[config.mk]
export PLATFORM = sky130hd
export DESIGN_NAME = gpio_ext_irq
export DESIGN_NICKNAME = d
export VERILOG_FILES = /design/src/rtl/gpio_eic_pkg.sv /design/src/rtl/gpio_eic_regs.sv /design/src/rtl/gpio_eic_line.sv /design/src/rtl/gpio_eic_flags.sv /design/src/rtl/gpio_ext_irq.sv
export SDC_FILE = /design/constraint.sdc
export NUM_CORES = 1
export LEC_CHECK = 0
export BUFFER_PORTS_ARGS = -buffer_cell sky130_fd_sc_hd__buf_2
export CORE_MARGIN = 2
export CORE_UTILIZATION = 55
export DETAILED_ROUTE_END_ITERATION = 16
export GPL_TIMING_DRIVEN = 0
export PLACE_DENSITY = 0.76
export SLEW_MARGIN = 40
export SYNTH_ARGS = -nofsm -noshare
export SYNTH_HDL_FRONTEND = slang
export SYNTH_SLANG_ARGS = --single-unit
[constraint.sdc]
create_clock -name clk -period 2 [get_ports clk]
set_input_delay 0.1 -clock clk [delete_from_list [all_inputs] [get_ports clk]]
set_output_delay 0.1 -clock clk [all_outputs]
set_load 0.01 [all_outputs]
[src/rtl/gpio_eic_pkg.sv]
package gpio_eic_pkg;

    localparam int LINES  = 16;
    localparam int SEL_W  = 3;
    localparam int DW     = 32;
    localparam int AW     = 9;
    localparam int NIB    = 4;
    localparam int HALF   = LINES / 2;

    localparam logic [AW-1:0] A_SRC_LO = 9'h100;
    localparam logic [AW-1:0] A_SRC_HI = 9'h104;
    localparam logic [AW-1:0] A_RISE   = 9'h108;
    localparam logic [AW-1:0] A_FALL   = 9'h10C;
    localparam logic [AW-1:0] A_ENA    = 9'h110;
    localparam logic [AW-1:0] A_FLAG   = 9'h114;
    localparam logic [AW-1:0] A_SETF   = 9'h118;
    localparam logic [AW-1:0] A_CLRF   = 9'h11C;
    localparam logic [AW-1:0] A_SPARE  = 9'h120;

    typedef enum logic [3:0] {
        RG_NONE, RG_SRC_LO, RG_SRC_HI, RG_RISE, RG_FALL,
        RG_ENA, RG_FLAG, RG_SETF, RG_CLRF, RG_SPARE
    } reg_id_e;

    typedef struct packed {
        logic [LINES-1:0][SEL_W-1:0] src;
        logic [LINES-1:0]            rise;
        logic [LINES-1:0]            fall;
        logic [LINES-1:0]            ena;
    } eic_cfg_t;

    function automatic reg_id_e reg_decode(input logic [AW-1:0] a);
        case (a)
            A_SRC_LO: return RG_SRC_LO;
            A_SRC_HI: return RG_SRC_HI;
            A_RISE:   return RG_RISE;
            A_FALL:   return RG_FALL;
            A_ENA:    return RG_ENA;
            A_FLAG:   return RG_FLAG;
            A_SETF:   return RG_SETF;
            A_CLRF:   return RG_CLRF;
            A_SPARE:  return RG_SPARE;
            default:  return RG_NONE;
        endcase
    endfunction

    function automatic logic [LINES-1:0] parity_mask(input logic odd);
        logic [LINES-1:0] m;
        for (int i = 0; i < LINES; i++) m[i] = ((i % 2) == 1) == odd;
        return m;
    endfunction

endpackage

[src/rtl/gpio_eic_regs.sv]
module gpio_eic_regs
    import gpio_eic_pkg::*;
(
    input  logic             clk,
    input  logic             rst,
    input  logic             wr_en,
    input  logic [AW-1:0]    addr,
    input  logic [DW-1:0]    wdata,
    input  logic [LINES-1:0] flag,
    output eic_cfg_t         cfg,
    output logic [LINES-1:0] sw_set,
    output logic [LINES-1:0] sw_clr,
    output logic [DW-1:0]    rdata
);

    eic_cfg_t    cfg_q;
    logic [DW-1:0] spare_q;
    reg_id_e     wr_id;
    reg_id_e     rd_id;

    assign wr_id = reg_decode(addr);
    assign rd_id = reg_decode(addr);

    always_ff @(posedge clk) begin
        if (rst) begin
            cfg_q   <= '0;
            spare_q <= '0;
        end else if (wr_en) begin
            case (wr_id)
                RG_SRC_LO: for (int i = 0; i < HALF; i++)
                               cfg_q.src[i] <= wdata[NIB*i +: SEL_W];
                RG_SRC_HI: for (int i = 0; i < HALF; i++)
                               cfg_q.src[HALF+i] <= wdata[NIB*i +: SEL_W];
                RG_RISE:   cfg_q.rise <= wdata[LINES-1:0];
                RG_FALL:   cfg_q.fall <= wdata[LINES-1:0];
                RG_ENA:    cfg_q.ena  <= wdata[LINES-1:0];
                RG_SPARE:  spare_q    <= wdata;
                default:   ;
            endcase
        end
    end

    assign cfg    = cfg_q;
    assign sw_set = (wr_en && wr_id == RG_SETF) ? wdata[LINES-1:0] : '0;
    assign sw_clr = (wr_en && wr_id == RG_CLRF) ? wdata[LINES-1:0] : '0;

    always_comb begin
        rdata = '0;
        case (rd_id)
            RG_SRC_LO: for (int i = 0; i < HALF; i++)
                           rdata[NIB*i +: SEL_W] = cfg_q.src[i];
            RG_SRC_HI: for (int i = 0; i < HALF; i++)
                           rdata[NIB*i +: SEL_W] = cfg_q.src[HALF+i];
            RG_RISE:   rdata[LINES-1:0] = cfg_q.rise;
            RG_FALL:   rdata[LINES-1:0] = cfg_q.fall;
            RG_ENA:    rdata[LINES-1:0] = cfg_q.ena;
            RG_FLAG:   rdata[LINES-1:0] = flag;
            RG_SPARE:  rdata = spare_q;
            default:   rdata = '0;
        endcase
    end

    AST_SPARE_HOLDS: assert property (@(posedge clk) disable iff (rst)
        !(wr_en && wr_id == RG_SPARE) |=> $stable(spare_q));

endmodule

[src/rtl/gpio_eic_line.sv]
module gpio_eic_line
    import gpio_eic_pkg::*;
#(
    parameter int NUM_PORTS = 6,
    parameter int PINS      = 16,
    parameter int LINE_IDX  = 0
) (
    input  logic                      clk,
    input  logic                      rst,
    input  logic [NUM_PORTS*PINS-1:0] pins,
    input  logic [SEL_W-1:0]          src,
    input  logic                      rise_en,
    input  logic                      fall_en,
    output logic                      hit
);

    logic             cur;
    logic             hist_q;
    logic [SEL_W-1:0] src_q;

    always_comb begin
        cur = 1'b0;
        for (int p = 0; p < NUM_PORTS; p++)
            if (src == SEL_W'(p)) cur = pins[p*PINS + LINE_IDX];
    end

    always_ff @(posedge clk) begin
        if (rst) begin
            hist_q <= 1'b0;
            src_q  <= '0;
        end else begin
            hist_q <= cur;
            src_q  <= src;
        end
    end

    assign hit = (src == src_q) &&
                 ((rise_en && cur && !hist_q) || (fall_en && !cur && hist_q));

    AST_RESELECT_QUIET: assert property (@(posedge clk) disable iff (rst)
        (src != $past(src)) |-> !hit);

endmodule

[src/rtl/gpio_eic_flags.sv]
module gpio_eic_flags
    import gpio_eic_pkg::*;
(
    input  logic             clk,
    input  logic             rst,
    input  logic [LINES-1:0] hw_set,
    input  logic [LINES-1:0] sw_set,
    input  logic [LINES-1:0] sw_clr,
    input  logic [LINES-1:0] ena,
    output logic [LINES-1:0] flag,
    output logic             irq_even,
    output logic             irq_odd
);

    localparam logic [LINES-1:0] EVEN_M = parity_mask(1'b0);
    localparam logic [LINES-1:0] ODD_M  = parity_mask(1'b1);

    logic [LINES-1:0] flag_q;

    always_ff @(posedge clk) begin
        if (rst) flag_q <= '0;
        else     flag_q <= (flag_q & ~sw_clr) | sw_set | hw_set;
    end

    assign flag     = flag_q;
    assign irq_even = |(flag_q & ena & EVEN_M);
    assign irq_odd  = |(flag_q & ena & ODD_M);

    AST_EDGE_BEATS_CLEAR: assert property (@(posedge clk) disable iff (rst)
        |hw_set |=> ((flag_q & $past(hw_set)) == $past(hw_set)));

    AST_CLEAR_TAKES: assert property (@(posedge clk) disable iff (rst)
        |sw_clr |=> ((flag_q & $past(sw_clr & ~hw_set & ~sw_set)) == '0));

    AST_NO_CAUSELESS_FLAG: assert property (@(posedge clk) disable iff (rst)
        1'b1 |=> ((flag_q & ~$past(flag_q) & ~$past(hw_set | sw_set)) == '0));

endmodule

[src/rtl/gpio_ext_irq.sv]
module gpio_ext_irq
    import gpio_eic_pkg::*;
#(
    parameter int NUM_PORTS = 6
) (
    input  logic                       clk,
    input  logic                       rst,
    input  logic [NUM_PORTS*LINES-1:0] pin_in,
    input  logic                       reg_wr_en,
    input  logic [AW-1:0]              reg_addr,
    input  logic [DW-1:0]              reg_wdata,
    output logic [DW-1:0]              reg_rdata,
    output logic                       irq_even,
    output logic                       irq_odd
);

    eic_cfg_t         cfg;
    logic [LINES-1:0] flag;
    logic [LINES-1:0] sw_set;
    logic [LINES-1:0] sw_clr;
    logic [LINES-1:0] hits;

    gpio_eic_regs u_regs (
        .clk    (clk),
        .rst    (rst),
        .wr_en  (reg_wr_en),
        .addr   (reg_addr),
        .wdata  (reg_wdata),
        .flag   (flag),
        .cfg    (cfg),
        .sw_set (sw_set),
        .sw_clr (sw_clr),
        .rdata  (reg_rdata)
    );

    for (genvar n = 0; n < LINES; n++) begin : g_line
        gpio_eic_line #(
            .NUM_PORTS (NUM_PORTS),
            .PINS      (LINES),
            .LINE_IDX  (n)
        ) u_line (
            .clk     (clk),
            .rst     (rst),
            .pins    (pin_in),
            .src     (cfg.src[n]),
            .rise_en (cfg.rise[n]),
            .fall_en (cfg.fall[n]),
            .hit     (hits[n])
        );
    end

    gpio_eic_flags u_flags (
        .clk      (clk),
        .rst      (rst),
        .hw_set   (hits),
        .sw_set   (sw_set),
        .sw_clr   (sw_clr),
        .ena      (cfg.ena),
        .flag     (flag),
        .irq_even (irq_even),
        .irq_odd  (irq_odd)
    );

    AST_EVEN_NEEDS_ENABLE: assert property (@(posedge clk) disable iff (rst)
        irq_even |-> ((cfg.ena & parity_mask(1'b0)) != '0));

    AST_ODD_NEEDS_ENABLE: assert property (@(posedge clk) disable iff (rst)
        irq_odd |-> ((cfg.ena & parity_mask(1'b1)) != '0));

endmodule

# Word level (Yosys, flattened, before mapping)
# Cells that the tools add are included.
[totals]
ff_bits = 208
wordCells = 441
[classes]
n_bitwise = 5
reduce_logical = 154
muxes = 115
n_eq_ne = 114
[op_table]
columns = ["operator", "n"]
rows = [
  ["two-way mux 1 bit", 100],
  ["== test 3 x 2 -> 1 bit (second input constant)", 32],
  ["== test 3 bit (second input constant)", 32],
  ["one-hot mux 3 bit (7 select lines)", 4],
  ["logical AND 1 bit", 82],
  ["== test 9 bit (second input constant)", 9],
  ["== test 3 x 1 -> 1 bit (second input constant)", 16],
  ["== test 3 bit", 16],
  ["zero test 3 bit", 16],
  ["one-hot mux 3 bit (3 select lines)", 4],
  ["one-hot mux 4 bit (9 select lines)", 1],
  ["AND 16 bit", 2],
  ["zero test 1 bit", 32],
  ["two-way mux 16 bit", 2],
  ["OR 16 bit", 2],
  ["one-hot mux 1 bit (5 select lines)", 4],
  ["== test 4 x 3 -> 1 bit (second input constant)", 4],
  ["logical OR 1 bit", 16],
  ["NOT 16 bit", 1],
  ["OR reduction 8 bit", 2],
  ["AND reduction 2 bit", 6],
  ["== test 4 x 2 -> 1 bit (second input constant)", 2],
  ["== test 4 bit (second input constant)", 2],
  ["== test 4 x 1 -> 1 bit (second input constant)", 1],
]

# Depth between registers and ports, before layout
# Gate-level depths: netlist of run 1.
[depth]
depth_word = 13
ltp_mapped = 7

# By module
# A second synthesis of run 1 with hierarchy kept.
[unflattened]
cells_unflattened = 1160
hier_area_um2 = 10252.3
[modules_own_cells]
columns = ["mod", "n_inst", "seq_area_each_um2", "cells_per_inst", "area_each_um2"]
rows = [
  ["gpio_eic_regs", 1, 2562.5, 716, 5919.4],
  ["gpio_eic_line", 16, 80.1, 23, 226.5],
  ["gpio_eic_flags", 1, 320.3, 76, 709.4],
]

# Worst setup path before layout of run 1
# No wires, ideal clock.
[synth_path]
kind = "input port to output port"
startpoint = "in reg_addr[7]"
endpoint = "out reg_rdata[16]"
stages = 5
required_time_ps = 1900
arrival_time_ps = 1678
n_path_buf = 1
setup_slack_ps = 222
path_cell_list = "or4b_2 > nor3_1 > clkbuf_1 > and2_1 > a221o_1"
[synth_between]
elab_chain_cells = 4
elab_cells_between_ends = 14
[synth_rtl]
columns = ["item", "line", "rtl"]
rows = [
  ["start: declaration", "gpio_ext_irq.sv:10", "input logic [AW-1:0] reg_addr,"],
  ["== test 9 bit", "gpio_eic_pkg.sv:33", "case (a)"],
  ["one-hot mux 4 bit (9 select lines) (*)", "gpio_eic_pkg.sv:33", ""],
  ["== test 4 bit, or another cell as far along", "gpio_eic_regs.sv:49", "case (rd_id)"],
  ["one-hot mux 3 bit (3 select lines) (*)", "gpio_eic_regs.sv:49", ""],
  ["end: declaration", "gpio_ext_irq.sv:12", "output logic [DW-1:0] reg_rdata,"],
]
# Mark *: on every way between the ends. The rest lies on a longest branch, timed or not.

# Worst setup path after layout of run 1
[layout_path]
startpoint = "reg u_regs.cfg[12] (netlist name)"
endpoint = "out reg_rdata[12]"
[layout_between]
elab_chain_cells = 1
[layout_rtl]
columns = ["item", "line"]
rows = [
  ["one-hot mux 3 bit (7 select lines)", "gpio_eic_regs.sv:49"],
]
# No other way between the ends.

==> out/qor.txt, run 1 <==
Final period util - 102%
I/O pins - 174
Setup_tns - -38.3 ps
Fillers - 1426
Reg clk slew, reported paths - 60 ps
Total power draw - 8.91 mW
Crit path max fanout - 3
Gpl congestion - 0.966
Crit path DAT - 1940 ps
WP buf/inv - 1
Highest clock rate - 491 MHz
DP Cell Count - 1408
Crit path time final - 2040 ps
H-tree levels - 1
Fin nets - 1381
Post-route DRC - 0
Layout cells sized above 1 - 26.0%
Clock Skews - 10.3 ps
Crit start category - flip-flop
Placement Rows - 49
Initial DRC count - 804
Synth top area share - 41.8%
Root Buffer - clkbuf_16
Register Area - 4170 um^2
Commonest non-fill, non-tap cells in the layout - dfxtp_1, buf_2, nor2_1
WS Path Type - flip-flop to primary output
Initial antenna violation count - 0
Status - finished, violations left
Largest cells by area after synthesis - dfxtp_1, mux2i_1, nor2_1, mux2_2, xor2_1
Final WS setup - -38.3 ps
Commonest non-fill, non-tap cell in the layout - dfxtp_1
Vias/cell - 6.01
Via count - 8917
Leak pwr - 6.11 nW
Min Hold Slack - -2.99 ps
Max Cap Viol - 0
Crit-path cells - mux2_2 > a222oi_1 > o21ai_1 > a22o_1 > buf_2
Rel. slew slack - 40.0%
Delay-heaviest family, CP - compound AO/OA/AOI/OAI gates
Die Ht - 139 um
Clk_lat worst skew - 510 ps
Clock Sinks - 208
Failing checks - negative hold slack, negative setup slack
Pin count of the biggest net entering global routing - 14
Total CTS buffers - 23
Clock Tree Buf Depth - 3
Prevailing post-synth register cell - dfxtp_1
Synth area leader - dfxtp_1
Post-route ant nets - 0
Gr usage total - 34.1%
Die X - 139 um
Post-DP HPWL - 23100 um
Sequential-to-total area share from yosys stat - 41.8%
Final WL - 33400 um
Post-route cell area - 12300 um^2
Mapped Nets - 1148
EDFF count, synth - 0
Worst min path class - primary input to flip-flop
Final setup violation count - 1
Port Buffers - 171
Power per cell area - 724 nW/um^2
Worst VDD drop - 0.624 mV
Initial core utilization - 55.8%
Routed WL per cell - 22.5 um
DP Area - 11100 um^2
Crit end category - primary output
Final non-filler cell total - 1484
Slowest Stage Delay on Critical Path - 330 ps
CTS tree - done
Slowest CP cell - dfxtp_1
Slew Limit Fails - 0
Number of synthesized register bits - 208
DIE AREA - 19200 um^2
RSZ-0062 raised after global routing - yes
Grt ovf - 0
Core ar. - 17800 um^2
Library cells used by synthesis - 48
Syn avg cell area - 9.88 um^2
Diode count - 0
Synth Warn # - 0
P&R area growth vs syn - 23.6%
Synthesized cell area - 9960 um^2
Final hold vios - 1
Worst path required time - 1900 ps
Async SR Flop Fraction - 0%
First-pass GRT wire length - 50500 um
Slew at the pin closest to its max-slew limit - 900 ps
Gate Count Post-Synth - 1008
Vias in the first global route - 8847
1st-pass router iterations - 6
Area of the multi-input gates - 5510 um^2
## registers in the layout, indices dropped and copies added (netlist names)
signal,flops
u_regs.spare_q,32
u_flags.flag,16
g_line.u_line.hist_q,16
u_regs.cfg,96
g_line.u_line.src_q,48
## cells by family after synthesis
family                 Yosys count  share of synthesized area [%]
flip-flops                     208                           41.8
AND/OR/NAND/NOR                356                           18.1
multiplexers                   204                           23.0
XOR/XNOR                        48                           4.22
buffers and inverters           79                           3.78
AO/OA/AOI/OAI                  113                           9.08
## cell usage after synthesis, drive strengths merged (5+ instances only)
master and n:
dfxtp 208, nor2 171, mux2i 145, nor2b 53, a22oi 49, xor2 48, clkbuf 44, mux2 43
and2 34, nand2 23, nand4 20, inv 18, buf 17, nand2b 17, mux4 16, o22ai 16
or4 16, a221o 12, a22o 11, o211ai 6, a222oi 5
## timing repair
item | 4_1_cts | 5_1_grt
setup endpoints to repair | 46 | 28
endpoints found under the hold margin | 130 | 0
setup buffers | 4 | 0
resized for setup | 26 | 13
cloned | 0 | 0
pin swaps | 5 | 1
hold buffers | 35 | 0
## worst reg2reg max path, delay by kind of cell (launching register included)
kind               cells  cell delay, ps
muxes                  2             960
DFF                    1             510
AOI/OAI and AO/OA      2             390
## path summary, 6_finish.rpt
check                           cells past startpoint               start  slack (ps)                 endpoint
worst max-delay path                                5      u_regs.cfg[12]         -40            reg_rdata[12]
worst min-delay path                                4          pin_in[67]          -3  g_line[3].u_line.hist_q
worst min register to register                      2  u_regs.spare_q[27]         490       u_regs.spare_q[27]
worst max register to register                      4      u_regs.cfg[87]          60         u_flags.flag[13]
## report_power, final
part	internal, mW	switching [mW]
sequential	4.16	0.0101
combinational	0.269	0.386
clock	2.38	1.71
## through the flow
stage          worst slack (ps)  utilization, %
3_5_place_dp               -665            62.3
4_1_cts                   -18.1            68.8
5_1_grt                    -143            69.0
3_3_place_gp               -657            62.2
2_1_floorplan               222               -
6_report                  -38.3            69.0
## final cells by class
type                            instances  area share [%]
Tap cell                              229            2.33
Buffer                                 59            2.60
Clock inverter                          9           0.600
Timing Repair Buffer                  210            10.0
Multi-Input combinational cell        721            44.8
Sequential cell                       208            33.9
Clock buffer                           30            5.21
Inverter                               18           0.549
## routing by layer
layer,vias to the layer above,track usage [%],part of all wire (%)
met3,127,8.91,10
met1,4229,43.6,40
met2,518,53.6,44
met5,-,0,0
li1,4043,-,-
met4,0,17.2,6.0
Power figures use the tool's default switching activity.
==> run 2, diff against run 1 <==
Settings changed: CORE_ASPECT_RATIO from default to 0.7.
==> run 2 against run 1 <==
Net effect:
- the flow now finishes without violations
- cell count increased by 0.20%
- worst hold slack improved by 7.1 ps
- sequential power about the same
- first-iteration DRC count grew 22%
- clock power fell by 3%
- flip-flop and latch count stayed put
- combinational power is 1% higher
- worst setup slack improved by 59 ps
- critical path depth up 2
- power is 1.2% lower
- via count is 1.4% higher
- die area hardly changed
- highest routed layer is now met5
==> out/qor.txt, run 2 (synthesis results as in run 1) <==
Reg-to-Reg Start - u_regs.cfg[57] (was u_regs.cfg[87])
P&R area growth vs syn - 23.5% (was 23.6%)
Layout cells sized above 1 - 26.9% (was 26.0%)
Initial DRC count - 980 (was 804)
Slowest Stage Delay on Critical Path - 520 ps (was 330 ps)
Commonest non-fill, non-tap cells in the layout - dfxtp_1, buf_2, nor2_1 (unchanged)
Highest clock rate - 505 MHz (was 491 MHz)
Root Buffer - clkbuf_16 (unchanged)
Total power draw - 8.80 mW (was 8.91 mW)
Critical R2R Capture - u_flags.flag[3] (was u_flags.flag[13])
Status - complete, no violations (was finished, violations left)
DIE AREA - 19200 um^2 (about the same)
Routed WL per cell - 22.5 um (about the same)
Slew at the pin closest to its max-slew limit - 891 ps (was 900 ps)
Placement Rows - 41 (was 49)
Fillers - 1449 (was 1426)
Crit path max fanout - 10 (was 3)
Gr usage total - 34.3% (was 34.1%)
Pin count of the biggest net entering global routing - 16 (was 14)
Worst VDD drop - 0.595 mV (was 0.624 mV)
Crit-path cells - buf_2 > nor4bb_2 > clkbuf_2 > a22oi_1 > o221a_2 > nor2_2 > buf_2 (was mux2_2 > a222oi_1 > o21ai_1 > a22o_1 > buf_2)
Total CTS buffers - 20 (was 23)
1st-pass router iterations - 5 (was 6)
DP Area - 11100 um^2 (about the same)
Slowest CP cell - nor4bb_2 (was dfxtp_1)
Worst min path class - primary input to flip-flop (unchanged)
Max Cap Viol - 0 (unchanged)
Grt ovf - 0 (unchanged)
I/O pins - 174 (unchanged)
Post-route ant nets - 0 (unchanged)
Post-route DRC - 0 (unchanged)
Vias/cell - 6.08 (was 6.01)
Via count - 9041 (was 8917)
Die X - 165 um (was 139 um)
Clock Tree Buf Depth - 3 (unchanged)
Reg clk slew, reported paths - 60 ps (about the same)
Port Buffers - 171 (unchanged)
Rel. slew slack - 40.6% (was 40.0%)
Final period util - 99.0% (was 102%)
Crit path DAT - 1880 ps (was 1940 ps)
RSZ-0062 raised after global routing - yes (unchanged)
Crit path time final - 1980 ps (was 2040 ps)
Clk_lat worst skew - 500 ps (was 510 ps)
Leak pwr - 6.12 nW (was 6.11 nW)
Power per cell area - 716 nW/um^2 (was 724 nW/um^2)
First-pass GRT wire length - 48800 um (was 50500 um)
Slew Limit Fails - 0 (unchanged)
WS Path Type - primary input to primary output (was flip-flop to primary output)
Core ar. - 17900 um^2 (was 17800 um^2)
Crit start category - primary input (was flip-flop)
Diode count - 0 (unchanged)
Commonest non-fill, non-tap cell in the layout - dfxtp_1 (unchanged)
Most used cell, CP - buf_2
Final WL - 33500 um (was 33400 um)
WHS Endpoint - g_line[11].u_line.hist_q (was g_line[3].u_line.hist_q)
Post-route cell area - 12300 um^2 (about the same)
Initial core utilization - 55.6% (was 55.8%)
Crit end category - primary output (unchanged)
Gpl congestion - 0.971 (was 0.966)
Worst path required time - 1900 ps (about the same)
Reg2Reg Depth - 5 (was 4)
Clock Sinks - 208 (unchanged)
CTS tree - done (unchanged)
HP Start - pin_in[91] (was pin_in[67])
Final setup violation count - 0 (was 1)
Max reg flops - 96 (unchanged)
Post-DP HPWL - 23600 um (was 23100 um)
Final hold vios - 0 (was 1)
H-tree levels - 1 (unchanged)
Reg2Reg Setup Slack - 40 ps (was 60 ps)
Fin nets - 1378 (was 1381)
Clock Skews - 5.28 ps (was 10.3 ps)
Worst hold stages - 4 (unchanged)
Die Ht - 117 um (was 139 um)
Initial antenna violation count - 1 (was 0)
Vias in the first global route - 8344 (was 8847)
## run 2: changes by cell type in the layout (fill, tap and decap cells not counted), sizes merged
cell         change
buf              +6
clkinv           -5
dlygate4sd3      -4
clkbuf           -2
inv              +1
## run 2: critical path: cells and delay by family
kind            cells  cell delay, ps
compound gates      2             300
simple gates        2             700
buf+inv             3             770
## run 2: stage by stage
stage	hold slack, ps	utilization, %	setup WS [ps]	setup TNS [ps]	std cells
after CTS	7.34	68.3	1.50	0	1486
final	4.16	68.7	20.6	0	1487
after global routing	27.7	68.7	-16.0	-18.5	1487
after detailed placement	342	62.2	-609	-34020	1415
after global placement	334	62.1	-673	-43020	1415
after floorplan	244	-	222	0	1008
## run 2: timing repair
action                                  CTS  global route
hold endpoints to repair                115             0
hold buffers                             31             0
gates resized for setup                  26            28
endpoints found under the setup margin   33            23
pin swaps                                 3             2
setup buffers                             7             0
## run 2: where the power goes
part | leakage, nW | internal (mW) | switching (mW)
logic | 4.09 | 0.268 | 0.395
registers | 1.69 | 4.16 | 0.0101
clock network | 0.343 | 2.31 | 1.66
## run 2: how the worst max path moves through the flow
stage                     slack (ps)  depth (start not counted)           start        endpoint
after floorplan                  220                          5     reg_addr[7]   reg_rdata[16]
after global placement          -670                          6     reg_addr[2]  u_regs.cfg[38]
after detailed placement        -610                          7     reg_addr[7]   reg_rdata[16]
after CTS                          1                          7     reg_addr[3]   reg_rdata[14]
after global routing             -20                          5  u_regs.cfg[57]   reg_rdata[12]
final                             20                          7     reg_addr[3]   reg_rdata[14]
## run 2: cell type report
class / instances / area, um^2 / share of cell area [%]
multi-input cells: 721 / 5510 / 44.8
flip-flops and latches: 208 / 4180 / 34.0
repair buffers: 210 / 1230 / 9.97
clock buffers: 30 / 629 / 5.11
plain buffers: 59 / 334 / 2.72
well taps: 236 / 295 / 2.40
inverters: 18 / 67.6 / 0.549
clock inverters: 5 / 56.3 / 0.458
## run 2: per-layer routing
| metal | routed length [um] | part of all wire (%) | GRT usage, % | vias to the layer above |
|---|---|---|---|---|
| met5 | 15 | 0.045 | 0 | - |
| met4 | 1020 | 3.0 | 9.97 | 2 |
| met3 | 4080 | 12 | 9.34 | 70 |
| met2 | 13800 | 41 | 51.3 | 543 |
| met1 | 14600 | 43 | 48.7 | 4382 |
| li1 | - | - | - | 4044 |
